===== src/rtl/rxbd_pkg.sv =====
package rxbd_pkg;
    localparam int LEN_W     = 16;
    localparam int BIT_EMPTY = 15;
    localparam int BIT_WRAP  = 13;
    localparam int BIT_LAST  = 11;
    localparam int BIT_RXERR = 1;
    localparam int BIT_TRUNC = 0;

    localparam logic [6:0] REG_EVENT  = 7'h00;
    localparam logic [6:0] REG_RSTAT  = 7'h01;
    localparam logic [6:0] REG_BASE   = 7'h02;
    localparam logic [6:0] REG_MAXLEN = 7'h03;
    localparam logic [6:0] REG_CTRL   = 7'h04;

    typedef enum logic [2:0] {
        S_IDLE,
        S_RECV,
        S_WB,
        S_HALT,
        S_STOP
    } fill_state_e;
endpackage


===== src/rtl/rxbd_desc_table.sv =====
module rxbd_desc_table
    import rxbd_pkg::*;
#(
    parameter int NDESC  = 8,
    parameter int BUF_AW = 16,
    parameter int IDX_W  = $clog2(NDESC)
) (
    input  logic              clk,
    input  logic              rst_n,
    input  logic              sw_we,
    input  logic [IDX_W-1:0]  sw_idx,
    input  logic              sw_hi,
    input  logic [31:0]       sw_wdata,
    output logic [31:0]       sw_rdata,
    input  logic [IDX_W-1:0]  eng_idx,
    output logic [15:0]       eng_status,
    output logic [BUF_AW-1:0] eng_ptr,
    input  logic              eng_we,
    input  logic [15:0]       eng_wr_status,
    input  logic [LEN_W-1:0]  eng_wr_len
);
    typedef struct packed {
        logic [NDESC-1:0][15:0]       st;
        logic [NDESC-1:0][LEN_W-1:0]  len;
        logic [NDESC-1:0][BUF_AW-1:0] ptr;
    } tbl_t;

    tbl_t q, d;

    always_comb begin
        d = q;
        if (sw_we) begin
            if (sw_hi) begin
                d.ptr[sw_idx] = sw_wdata[BUF_AW-1:0];
            end else begin
                d.st[sw_idx]  = sw_wdata[31:16];
                d.len[sw_idx] = sw_wdata[LEN_W-1:0];
            end
        end
        // engine write-back has priority over a software write
        if (eng_we) begin
            d.st[eng_idx]  = eng_wr_status;
            d.len[eng_idx] = eng_wr_len;
        end
    end

    always_ff @(posedge clk) begin
        if (!rst_n) q <= '0;
        else        q <= d;
    end

    assign eng_status = q.st[eng_idx];
    assign eng_ptr    = q.ptr[eng_idx];
    assign sw_rdata   = sw_hi ? 32'(q.ptr[sw_idx]) : {q.st[sw_idx], q.len[sw_idx]};

    // the engine hands back only an entry it owned
    a_r1_claim_only_empty: assert property (@(posedge clk) disable iff (!rst_n)
        eng_we |-> q.st[eng_idx][BIT_EMPTY]);
    // a completed entry is returned to software
    a_r1_returned: assert property (@(posedge clk) disable iff (!rst_n)
        (eng_we && !(sw_we && !sw_hi && sw_idx == eng_idx)) |=> !q.st[$past(eng_idx)][BIT_EMPTY]);
endmodule


===== src/rtl/rxbd_ctl_regs.sv =====
module rxbd_ctl_regs
    import rxbd_pkg::*;
#(
    parameter int NDESC      = 8,
    parameter int MAXLEN_RST = 1536,
    parameter int IDX_W      = $clog2(NDESC)
) (
    input  logic             clk,
    input  logic             rst_n,
    input  logic             sw_wr,
    input  logic [7:0]       sw_addr,
    input  logic [31:0]      sw_wdata,
    output logic [31:0]      sw_rdata,
    output logic             desc_we,
    output logic [IDX_W-1:0] desc_idx,
    output logic             desc_hi,
    input  logic [31:0]      desc_rdata,
    input  logic             halted,
    input  logic             busy_set,
    input  logic             stop_set,
    output logic [LEN_W-1:0] maxlen,
    output logic [IDX_W-1:0] base_idx,
    output logic             stop_req,
    output logic             clr_halt,
    output logic             base_load,
    output logic [IDX_W-1:0] base_val
);
    typedef struct packed {
        logic [IDX_W-1:0] base;
        logic [LEN_W-1:0] maxlen;
        logic             stop;
        logic             ev_busy;
        logic             ev_stop;
    } regs_t;

    regs_t q, d;

    logic reg_wr, desc_sel, ev_wr;

    assign reg_wr   = sw_wr && !sw_addr[7];
    assign desc_sel = sw_addr[7] && (32'(sw_addr[6:1]) < NDESC);
    assign desc_we  = sw_wr && desc_sel;
    assign desc_idx = sw_addr[IDX_W:1];
    assign desc_hi  = sw_addr[0];
    assign ev_wr    = reg_wr && (sw_addr[6:0] == REG_EVENT);

    always_comb begin
        d = q;
        if (reg_wr) begin
            case (sw_addr[6:0])
                REG_EVENT: begin
                    if (sw_wdata[0]) d.ev_busy = 1'b0;
                    if (sw_wdata[1]) d.ev_stop = 1'b0;
                end
                REG_BASE:   d.base   = sw_wdata[IDX_W-1:0];
                REG_MAXLEN: d.maxlen = sw_wdata[LEN_W-1:0];
                REG_CTRL:   d.stop   = sw_wdata[0];
                default: ;
            endcase
        end
        if (busy_set) d.ev_busy = 1'b1;
        if (stop_set) d.ev_stop = 1'b1;
    end

    always_ff @(posedge clk) begin
        if (!rst_n) begin
            q        <= '0;
            q.maxlen <= LEN_W'(MAXLEN_RST);
        end else begin
            q <= d;
        end
    end

    always_comb begin
        sw_rdata = '0;
        if (sw_addr[7]) begin
            if (desc_sel) sw_rdata = desc_rdata;
        end else begin
            case (sw_addr[6:0])
                REG_EVENT:  sw_rdata = {30'd0, q.ev_stop, q.ev_busy};
                REG_RSTAT:  sw_rdata = {31'd0, halted};
                REG_BASE:   sw_rdata = 32'(q.base);
                REG_MAXLEN: sw_rdata = 32'(q.maxlen);
                REG_CTRL:   sw_rdata = {31'd0, q.stop};
                default:    sw_rdata = '0;
            endcase
        end
    end

    assign maxlen    = q.maxlen;
    assign base_idx  = q.base;
    assign stop_req  = q.stop;
    assign clr_halt  = reg_wr && (sw_addr[6:0] == REG_RSTAT) && sw_wdata[0];
    assign base_load = reg_wr && (sw_addr[6:0] == REG_BASE);
    assign base_val  = sw_wdata[IDX_W-1:0];

    // a busy indication from the engine is recorded
    a_r7_busy_recorded: assert property (@(posedge clk) disable iff (!rst_n)
        busy_set |=> q.ev_busy);
    // the busy event stays until a 1 is written to it
    a_r8_busy_sticky: assert property (@(posedge clk) disable iff (!rst_n)
        (q.ev_busy && !(ev_wr && sw_wdata[0])) |=> q.ev_busy);
    // writing 1 clears the busy event
    a_r8_w1c_clears: assert property (@(posedge clk) disable iff (!rst_n)
        (ev_wr && sw_wdata[0] && !busy_set) |=> !q.ev_busy);
endmodule


===== src/rtl/rxbd_fill_fsm.sv =====
module rxbd_fill_fsm
    import rxbd_pkg::*;
#(
    parameter int NDESC  = 8,
    parameter int BUF_AW = 16,
    parameter int IDX_W  = $clog2(NDESC)
) (
    input  logic              clk,
    input  logic              rst_n,
    input  logic              s_valid,
    input  logic [7:0]        s_data,
    input  logic              s_last,
    input  logic              s_err,
    output logic              s_ready,
    input  logic [LEN_W-1:0]  maxlen,
    input  logic [IDX_W-1:0]  base_idx,
    input  logic              stop_req,
    input  logic              clr_halt,
    input  logic              base_load,
    input  logic [IDX_W-1:0]  base_val,
    output logic [IDX_W-1:0]  cur_idx,
    input  logic [15:0]       rd_status,
    input  logic [BUF_AW-1:0] rd_ptr,
    output logic              desc_we,
    output logic [15:0]       wr_status,
    output logic [LEN_W-1:0]  wr_len,
    output logic              buf_we,
    output logic [BUF_AW-1:0] buf_addr,
    output logic [7:0]        buf_wdata,
    output logic              busy_set,
    output logic              stop_set,
    output logic              halted
);
    typedef struct packed {
        fill_state_e       state;
        logic [IDX_W-1:0]  idx;
        logic [BUF_AW-1:0] ptr;
        logic [LEN_W-1:0]  cnt;
        logic              trunc;
        logic              err;
        logic              mid;
        logic              resume;
        logic              buf_we;
        logic [BUF_AW-1:0] buf_addr;
        logic [7:0]        buf_data;
    } fsm_t;

    fsm_t q, d;

    assign s_ready = (q.state == S_RECV) ||
                     ((q.state == S_HALT) && !(q.resume && !q.mid));

    always_comb begin
        d         = q;
        d.buf_we  = 1'b0;
        desc_we   = 1'b0;
        wr_status = '0;
        wr_len    = q.cnt;
        busy_set  = 1'b0;
        stop_set  = 1'b0;
        case (q.state)
            S_IDLE: begin
                if (stop_req) begin
                    d.state  = S_STOP;
                    stop_set = 1'b1;
                end else if (s_valid) begin
                    if (rd_status[BIT_EMPTY]) begin
                        d.state = S_RECV;
                        d.ptr   = rd_ptr;
                        d.cnt   = '0;
                        d.trunc = 1'b0;
                        d.err   = 1'b0;
                    end else begin
                        d.state  = S_HALT;
                        d.mid    = 1'b0;
                        d.resume = 1'b0;
                        busy_set = 1'b1;
                    end
                end
            end
            S_RECV: begin
                if (s_valid) begin
                    if (s_err) d.err = 1'b1;
                    if (q.cnt < maxlen) begin
                        d.buf_we   = 1'b1;
                        d.buf_addr = q.ptr + BUF_AW'(q.cnt);
                        d.buf_data = s_data;
                        d.cnt      = q.cnt + 1'b1;
                    end else begin
                        d.trunc = 1'b1;
                    end
                    if (s_last) d.state = S_WB;
                end
            end
            S_WB: begin
                desc_we = 1'b1;
                wr_status[BIT_WRAP]  = rd_status[BIT_WRAP];
                wr_status[BIT_LAST]  = 1'b1;
                wr_status[BIT_TRUNC] = q.trunc;
                wr_status[BIT_RXERR] = q.err;
                if (rd_status[BIT_WRAP])         d.idx = base_idx;
                else if (q.idx == IDX_W'(NDESC - 1)) d.idx = '0;
                else                                 d.idx = q.idx + 1'b1;
                if (stop_req) begin
                    d.state  = S_STOP;
                    stop_set = 1'b1;
                end else begin
                    d.state = S_IDLE;
                end
            end
            S_HALT: begin
                if (q.resume && !q.mid) begin
                    d.state  = S_IDLE;
                    d.resume = 1'b0;
                end else begin
                    if (s_valid) d.mid = !s_last;
                    if (clr_halt) d.resume = 1'b1;
                end
            end
            S_STOP: begin
                if (!stop_req) d.state = S_IDLE;
            end
            default: d.state = S_IDLE;
        endcase
        if (base_load && (q.state != S_RECV) && (q.state != S_WB)) d.idx = base_val;
    end

    always_ff @(posedge clk) begin
        if (!rst_n) q <= '0;
        else        q <= d;
    end

    assign cur_idx   = q.idx;
    assign buf_we    = q.buf_we;
    assign buf_addr  = q.buf_addr;
    assign buf_wdata = q.buf_data;
    assign halted    = (q.state == S_HALT);

    // the written-back length never exceeds the buffer limit
    a_r5_len_bound: assert property (@(posedge clk) disable iff (!rst_n)
        desc_we |-> (wr_len <= maxlen));
    // buffer writes stay inside the claimed buffer window
    a_r3_write_window: assert property (@(posedge clk) disable iff (!rst_n)
        q.buf_we |-> (LEN_W'(q.buf_addr - q.ptr) < maxlen));
    // nothing is written while parked
    a_r7_no_write_halted: assert property (@(posedge clk) disable iff (!rst_n)
        (q.state == S_HALT) |-> (!q.buf_we && !desc_we));
    // an entry with WRAP sends the engine back to the base index
    a_r2_wrap_to_base: assert property (@(posedge clk) disable iff (!rst_n)
        (desc_we && wr_status[BIT_WRAP]) |=> (q.idx == $past(base_idx)));
    // a stop request seen at write-back blocks further input
    a_r9_stop_after_frame: assert property (@(posedge clk) disable iff (!rst_n)
        ((q.state == S_WB) && stop_req) |=> !s_ready);
endmodule


===== src/rtl/rxbd_ring_rx.sv =====
module rxbd_ring_rx
    import rxbd_pkg::*;
#(
    parameter int NDESC      = 8,
    parameter int BUF_AW     = 16,
    parameter int MAXLEN_RST = 1536
) (
    input  logic              clk,
    input  logic              rst_n,
    input  logic              s_valid,
    input  logic [7:0]        s_data,
    input  logic              s_last,
    input  logic              s_err,
    output logic              s_ready,
    input  logic              sw_wr,
    input  logic [7:0]        sw_addr,
    input  logic [31:0]       sw_wdata,
    output logic [31:0]       sw_rdata,
    output logic              buf_we,
    output logic [BUF_AW-1:0] buf_addr,
    output logic [7:0]        buf_wdata
);
    localparam int IDX_W = (NDESC > 1) ? $clog2(NDESC) : 1;

    logic             desc_we, desc_hi;
    logic [IDX_W-1:0] desc_idx;
    logic [31:0]      desc_rdata;
    logic             halted, busy_set, stop_set;
    logic [LEN_W-1:0] maxlen;
    logic [IDX_W-1:0] base_idx, base_val, cur_idx;
    logic             stop_req, clr_halt, base_load;
    logic [15:0]      rd_status, wr_status;
    logic [BUF_AW-1:0] rd_ptr;
    logic             eng_we;
    logic [LEN_W-1:0] wr_len;

    rxbd_ctl_regs #(.NDESC(NDESC), .MAXLEN_RST(MAXLEN_RST), .IDX_W(IDX_W)) regs_i (
        .clk(clk), .rst_n(rst_n),
        .sw_wr(sw_wr), .sw_addr(sw_addr), .sw_wdata(sw_wdata), .sw_rdata(sw_rdata),
        .desc_we(desc_we), .desc_idx(desc_idx), .desc_hi(desc_hi), .desc_rdata(desc_rdata),
        .halted(halted), .busy_set(busy_set), .stop_set(stop_set),
        .maxlen(maxlen), .base_idx(base_idx), .stop_req(stop_req),
        .clr_halt(clr_halt), .base_load(base_load), .base_val(base_val)
    );

    rxbd_desc_table #(.NDESC(NDESC), .BUF_AW(BUF_AW), .IDX_W(IDX_W)) table_i (
        .clk(clk), .rst_n(rst_n),
        .sw_we(desc_we), .sw_idx(desc_idx), .sw_hi(desc_hi),
        .sw_wdata(sw_wdata), .sw_rdata(desc_rdata),
        .eng_idx(cur_idx), .eng_status(rd_status), .eng_ptr(rd_ptr),
        .eng_we(eng_we), .eng_wr_status(wr_status), .eng_wr_len(wr_len)
    );

    rxbd_fill_fsm #(.NDESC(NDESC), .BUF_AW(BUF_AW), .IDX_W(IDX_W)) fsm_i (
        .clk(clk), .rst_n(rst_n),
        .s_valid(s_valid), .s_data(s_data), .s_last(s_last), .s_err(s_err), .s_ready(s_ready),
        .maxlen(maxlen), .base_idx(base_idx), .stop_req(stop_req),
        .clr_halt(clr_halt), .base_load(base_load), .base_val(base_val),
        .cur_idx(cur_idx), .rd_status(rd_status), .rd_ptr(rd_ptr),
        .desc_we(eng_we), .wr_status(wr_status), .wr_len(wr_len),
        .buf_we(buf_we), .buf_addr(buf_addr), .buf_wdata(buf_wdata),
        .busy_set(busy_set), .stop_set(stop_set), .halted(halted)
    );
endmodule


===== config.mk =====
export PLATFORM = sky130hd
export DESIGN_NAME = rxbd_ring_rx
export DESIGN_NICKNAME = d
export VERILOG_FILES = /design/src/rtl/rxbd_pkg.sv /design/src/rtl/rxbd_desc_table.sv /design/src/rtl/rxbd_ctl_regs.sv /design/src/rtl/rxbd_fill_fsm.sv /design/src/rtl/rxbd_ring_rx.sv
export SDC_FILE = /design/constraint.sdc
export NUM_CORES = 1
export LEC_CHECK = 0
export BUFFER_PORTS_ARGS = -buffer_cell sky130_fd_sc_hd__buf_2
export CAP_MARGIN = 30
export CORE_ASPECT_RATIO = 1.25
export CORE_MARGIN = 3
export CORE_UTILIZATION = 43
export DETAILED_ROUTE_END_ITERATION = 16
export GPL_TIMING_DRIVEN = 0
export HOLD_SLACK_MARGIN = 0.1
export PLACE_DENSITY_LB_ADDON = 0.12
export RECOVER_POWER = 50
export SLEW_MARGIN = 0
export SYNTH_ARGS = -nofsm -noshare
export SYNTH_HDL_FRONTEND = slang
export SYNTH_SLANG_ARGS = --single-unit

===== constraint.sdc =====
create_clock -name clk -period 3.75 [get_ports clk]
set_clock_uncertainty 0.1 [all_clocks]
set_input_delay 0.75 -clock clk [delete_from_list [all_inputs] [get_ports clk]]
set_output_delay 0.75 -clock clk [all_outputs]
set_load 0.02 [all_outputs]

; Word-level counts from Yosys, hierarchy flattened
; Cells that the tools add are included.
; W data, S select, Z words.
[op_classes]
bitwise_logic = 1
n_reduce_logical = 44
magnitude_cmp = 6
n_eq_ne = 26
mux = 70
add_sub_neg = 3
[ops]
columns = cell, count
row1 = $bwmux W128, 5
row2 = $mux W256, 2
row3 = $mux W384, 1
row4 = $bmux W16 S3, 5
row5 = $mux W128, 1
row6 = $mux W16, 8
row7 = $demux W16 S3, 2
row8 = $mux W32, 3
row9 = $pmux W16 S5, 1
row10 = $mux W20, 2
row11 = $mux W18, 2
row12 = $pmux W18 S2, 1
row13 = $mux W3, 11
row14 = $mux W25, 1
row15 = $reduce_and A6 Y1, 4
row16 = $ne A2 B2 Y1 const B, 11
row17 = $mux W1, 18
row18 = $reduce_bool A2 Y1, 9
row19 = $add A16 B1 Y16 const B, 1
row20 = $add A16 B16 Y16, 1
row21 = $lt A16 B16 Y1, 1
row22 = $pmux W3 S5, 1
row23 = $eq A7 B2 Y1 const B, 2
row24 = $logic_and A1 B1 Y1, 12
row25 = 25 further kinds, 45
[word_totals]
inputBits = 54
output_inout_bits = 58
wordCells = 190
ff_bits = 473

; Longest topological paths before layout
[logic_depth]
word_depth = 9
depth_mapped = 10
ltp_nobuf = 9

; Modules after synthesis
; From an unflattened synthesis, not the netlist that was laid out.
[hier_totals]
cells_unflattened = 3334
area_unflattened_um2 = 27144.8
[by_module_without_submodules]
columns = mod, cells_per_inst, n_inst, area_each_um2, seq_area_each_um2
row1 = rxbd_desc_table, 2594, 1, 21287.9, 7687.4
row2 = rxbd_fill_fsm, 551, 1, 4286.6, 1341.3
row3 = rxbd_ctl_regs, 189, 1, 1570.3, 440.4

; Least setup slack after synthesis
; OpenSTA, ideal clock, no wires.
[synth_path]
path_kind = input to output
from = input sw_addr[3]
to = output sw_rdata[21]
path_slack_ns = 0.384
path_stages = 7
t_arrival_ns = 2.516
t_required_ns = 2.900
n_path_buf = 4
path_cell_list = buf_2 nor3b_2 clkbuf_1 buf_2 buf_2 a22oi_1 a31oi_1
[synth_between]
elab_chain_cells = 5
word_cells_on_any_way = 7
classes_between = 1 x order compare / 5 x mux / 1 x reduce/logical
[synth_rtl]
columns = element, line_no
row1 = from (decl), rxbd_ring_rx.sv:16  ; input logic [7:0] sw_addr,
row2 = $bmux W16 S3, rxbd_desc_table.sv:54  ; assign sw_rdata = sw_hi ? 32'(q.ptr[sw_idx]) : {q.st[sw_idx], q.len[sw_idx]};
row3 = $mux W16 (implied by the code), rxbd_desc_table.sv:54
row4 = $mux W32, rxbd_desc_table.sv:54
row5 = $mux W32 (*), rxbd_ctl_regs.sv:77  ; if (desc_sel) sw_rdata = desc_rdata;
row6 = $mux W32 (*), rxbd_ctl_regs.sv:76  ; if (sw_addr[7]) begin
row7 = to (decl), rxbd_ring_rx.sv:18  ; output logic [31:0] sw_rdata,
; Every way passes the cells marked *; elsewhere a longest branch is shown, timed or not. The select of a mux whose other input is x is not followed.

; Worst setup path after layout
[layout_path]
from = input sw_addr[3]
to = output sw_rdata[15]
[layout_between]
elab_chain_cells = 5
word_cells_on_any_way = 15
classes_between = 1 x order compare / 4 x eq/ne / 8 x mux / 2 x reduce/logical
[layout_rtl]
columns = element, line_no
row1 = $bmux W16 S3, rxbd_desc_table.sv:54
row2 = $mux W16 (implied by the code), rxbd_desc_table.sv:54
row3 = $mux W32, rxbd_desc_table.sv:54
row4 = $mux W32, rxbd_ctl_regs.sv:77
row5 = $mux W32 (*), rxbd_ctl_regs.sv:76
; Marks and branches as above.

==> out/qor.yml <==
outcome: "complete, but fails checks"
failed_checks: "setup timing"
clkLatencyLatePin_ns: 0.62
drt-initial-drc-count: 3468
place.detailed.hpwl_um: 80300
fin_area_mm2: 0.0268
setup_viol: 10
timing.final.crit_share_pct: 102
synth_largest_area_cell: "sky130_fd_sc_hd__dfxtp_1"
clkSlewWorstSetupHoldPaths_ns: 0.06
start_kind: "primary input"
initial_utilization_pct: 43.8
detailed_place.area_mm2: 0.0248
grt.met2_usage_pct: 59.6
fin_nets: 3199
report.final.slew_viol_count: 0
critical_path.cell_chain: "clkbuf_4 > buf_8 > nor3b_4 > clkbuf_8 > buf_12 > clkbuf_16 > buf_12 > a22oi_1 > a31oi_2 > a221o_1 > buf_6"
ys_seq_elements: 473
floorplan.die_area_mm2: 0.0569
timing.slew.headroom_pct: 27.7
cts_made_buffers: 51
use_met3_pct: 9.84
power.density_mw_per_mm2: 416
hold_buffers: 0
area.growth.synth_to_final_pct: 15.4
final_hold_vio_count: 0
critical_path_depth: 11
syn_area_per_cell_um2: 7.87
post_route_cells_drive_above_1_share_pct: 11.1
yosys-top-cells-area: "sky130_fd_sc_hd__dfxtp_1 (41%), sky130_fd_sc_hd__nand2_1 (13%), sky130_fd_sc_hd__a311oi_1 (5.8%)"
io_buffers: 81
path_common_cell: "sky130_fd_sc_hd__buf_12"
grt_setup_unrepaired: "true"
global_route_wire_length_before_repair_um: 159000
fmax_ghz: 0.261
cts-root-buf: "sky130_fd_sc_hd__clkbuf_16"
routed_wirelength_um: 111000
length_in_cells_of_the_worst_reg_to_reg_path: 7
timing.critical_path.max_delay_family: "buffers and inverters"
layout_min_cycle_time_ns: 3.83
track_usage_pct: 37.5
worstSetupPathType: "in2out"
grt_remaining_overflow: 0
synth_top_area_share_pct: 40.7
width_of_the_die_um: 214
clock_h_tree_levels: 2
total_power_mw: 11.2
critPathCaptureType: "output pin"
postRouteAntennaNets: 0
grt_use_met1_pct: 43.8
dpl_worst_slack_ns: -1.35
timing.rr.start: "fsm_i.cur_idx[0]$_SDFFE_PN0P_"
routed_via_count_divided_by_cell_count: 6.39
synth_nets: 3042
max_cap_viol_count: 0
gr-max-usage-layer: "met2"
tightest_slew_ns: 1.09
vias: 24800
layoutNonFillerInstCount: 3872
cp_max_fo: 8
setup.worst_path.start: "sw_addr[3]"
power_leakage_nw: 9.22
post_detailed_route_wirelength_per_cell_um: 28.8
synth-edff-count: 0
core_region_area_mm2: 0.0530
tritoncts: "done"
r2r_end: "table_i.q[203]$_SDFF_PN0_"
cts_buffer_depth: 3
post-place-cells: 3770
place_congestion: 1.01
ys_top_cells_by_count: "sky130_fd_sc_hd__nand2_1 (830), sky130_fd_sc_hd__dfxtp_1 (473), sky130_fd_sc_hd__a21oi_1 (261)"
dr.pass1.iters: 6
endpoint: "sw_rdata[15]"
antenna_found_initial: 2
cp_num_buf_inv: 7
post-route-worst-setup-slack_ns: -0.0751
holdCritPathClass: "in2reg"
yosysMostFrequentCell: "sky130_fd_sc_hd__nand2_1"
irDropWorstVdd_v: 0.000331
required_ns: 2.90
synth-seq-area-share_pct: 40.7
post_synth_instance_area_mm2: 0.0232
synth_ff_type: "sky130_fd_sc_hd__dfxtp_1"
reg2reg_setup_slack_ns: 0.10
boundaryPins: 112
row_count: 94
arrival_time_of_the_worst_setup_path_ns: 2.98
synthesis.instances: 2954
async_reset_ff_share_pct: 0
clk_sink_count: 473
die-height_um: 266
via_count_of_the_first_global_routing_pass: 23500
drc: 0
ys.warnings.count: 0
yosysUniqueCellTypes: 75
critPathSlowestCell: "sky130_fd_sc_hd__a31oi_2"
cpPeakStageDelay_ns: 0.38
maximum_number_of_pins_on_one_net_before_global_route_repair: 14
worst reg2reg max path, cell delays in order, from the launching register on:
cell and delay, ns:
sky130_fd_sc_hd__dfxtp_1 0.35, sky130_fd_sc_hd__clkbuf_1 0.39, sky130_fd_sc_hd__clkbuf_1 0.69, sky130_fd_sc_hd__nor2_1 0.22, sky130_fd_sc_hd__nand3_1 0.29, sky130_fd_sc_hd__buf_1 0.57
sky130_fd_sc_hd__clkbuf_1 0.68, sky130_fd_sc_hd__a311oi_1 0.20
routing by layer:
| layer | vias to the layer above | part of all wire [%] | wire length, µm |
|---|---|---|---|
| met5 | - | 0.011 | 12 |
| met4 | 2 | 8.7 | 9640 |
| met3 | 471 | 11 | 12400 |
| met2 | 1756 | 44 | 49100 |
| met1 | 11800 | 36 | 40300 |
| li1 | 10800 | - | - |
metrics by stage:
step           setup TNS [ns]  util, %  hold slack, ns
4_1_cts               -0.0214     50.5           0.258
3_3_place_gp           -80.48     46.3           0.341
2_1_floorplan               0        -           0.332
3_5_place_dp           -38.81     46.7           0.347
5_1_grt                -0.381     50.6           0.307
6_report               -0.246     50.6           0.274
worst min path at each step:
| stage | start | cells after the start | slack, ns | endpoint |
|---|---|---|---|---|
| floorplan | fsm_i.buf_addr[9]$_SDFFE_PN0P_ | 2 | 0.33 | fsm_i.buf_addr[9]$_SDFFE_PN0P_ |
| global placement | table_i.q[268]$_SDFF_PN0_ | 2 | 0.34 | table_i.q[268]$_SDFF_PN0_ |
| detailed placement | table_i.q[293]$_SDFF_PN0_ | 2 | 0.35 | table_i.q[293]$_SDFF_PN0_ |
| CTS | s_data[3] | 3 | 0.26 | fsm_i.buf_wdata[3]$_SDFFE_PN0P_ |
| global route | s_data[5] | 3 | 0.31 | fsm_i.buf_wdata[5]$_SDFFE_PN0P_ |
| finish | s_data[5] | 3 | 0.27 | fsm_i.buf_wdata[5]$_SDFFE_PN0P_ |
power breakdown:
part	total [mW]	internal (mW)	leakage (nW)	switching (mW)
clock	5.18	2.92	0.845	2.26
combinational	0.862	0.222	4.56	0.640
sequential	5.12	5.08	3.81	0.0405
total	11.2	8.22	9.22	2.94
kinds of logic (layout without fill, tap and decap cells):
| group | count (synthesis) | after routing | share of synthesized area (%) |
|---|---|---|---|
| flip-flops | 473 | 473 | 40.7 |
| multiplexers | 89 | 89 | 5.84 |
| other | 0 | 1 | 0 |
| XOR/XNOR | 8 | 8 | 0.302 |
| adder cells (fa/ha/maj) | 34 | 34 | 1.86 |
| AO/OA/AOI/OAI | 780 | 780 | 23.3 |
| buffers and inverters | 363 | 560 | 6.68 |
| AND/OR/NAND/NOR | 1207 | 1207 | 21.3 |
placed cells by master, fill, tap and decap left out, types with 8 or more instances in the layout:
cell type and n:
sky130_fd_sc_hd__dfxtp_1 473, sky130_fd_sc_hd__clkbuf_2 16, sky130_fd_sc_hd__a311oi_1 154, sky130_fd_sc_hd__a22o_1 42, sky130_fd_sc_hd__nand2_1 830, sky130_fd_sc_hd__a31oi_2 8, sky130_fd_sc_hd__ha_1 33, sky130_fd_sc_hd__a22oi_1 111
sky130_fd_sc_hd__nor2_1 232, sky130_fd_sc_hd__buf_1 9, sky130_fd_sc_hd__buf_6 9, sky130_fd_sc_hd__buf_2 88, sky130_fd_sc_hd__clkinv_2 14, sky130_fd_sc_hd__a31oi_1 38, sky130_fd_sc_hd__o21ai_1 9, sky130_fd_sc_hd__a211oi_1 26
sky130_fd_sc_hd__clkbuf_8 21, sky130_fd_sc_hd__clkbuf_1 247, sky130_fd_sc_hd__nor3_1 8, sky130_fd_sc_hd__mux2i_1 49, sky130_fd_sc_hd__and3_1 21, sky130_fd_sc_hd__nor2b_1 12, sky130_fd_sc_hd__buf_8 11, sky130_fd_sc_hd__a21oi_1 261
sky130_fd_sc_hd__a221o_1 14, sky130_fd_sc_hd__o21ai_0 32, sky130_fd_sc_hd__o31ai_1 11, sky130_fd_sc_hd__nand4_1 22, sky130_fd_sc_hd__nand3_1 31, sky130_fd_sc_hd__a221oi_1 35, sky130_fd_sc_hd__clkbuf_4 10, sky130_fd_sc_hd__buf_4 45
sky130_fd_sc_hd__mux4_2 36, sky130_fd_sc_hd__clkbuf_16 54, sky130_fd_sc_hd__inv_1 30
final cells by class:
class	count	area, µm²
fill	5145	26200
timing repair buffer	107	708
multi-input combinational	2118	12400
antenna	1	2.50
sequential	473	9470
buffer	330	1590
inverter	30	113
clock inverter	18	133
clock buffer	75	1550
tap	720	901
timing repair:
action / 4_1_cts / 5_1_grt
setup endpoints to repair: 32 / 24
gates cloned: 0 / 1
setup buffers: 6 / 4
pin swaps: 14 / 8
resized for setup: 95 / 27
Power figures use the tool's default switching activity.
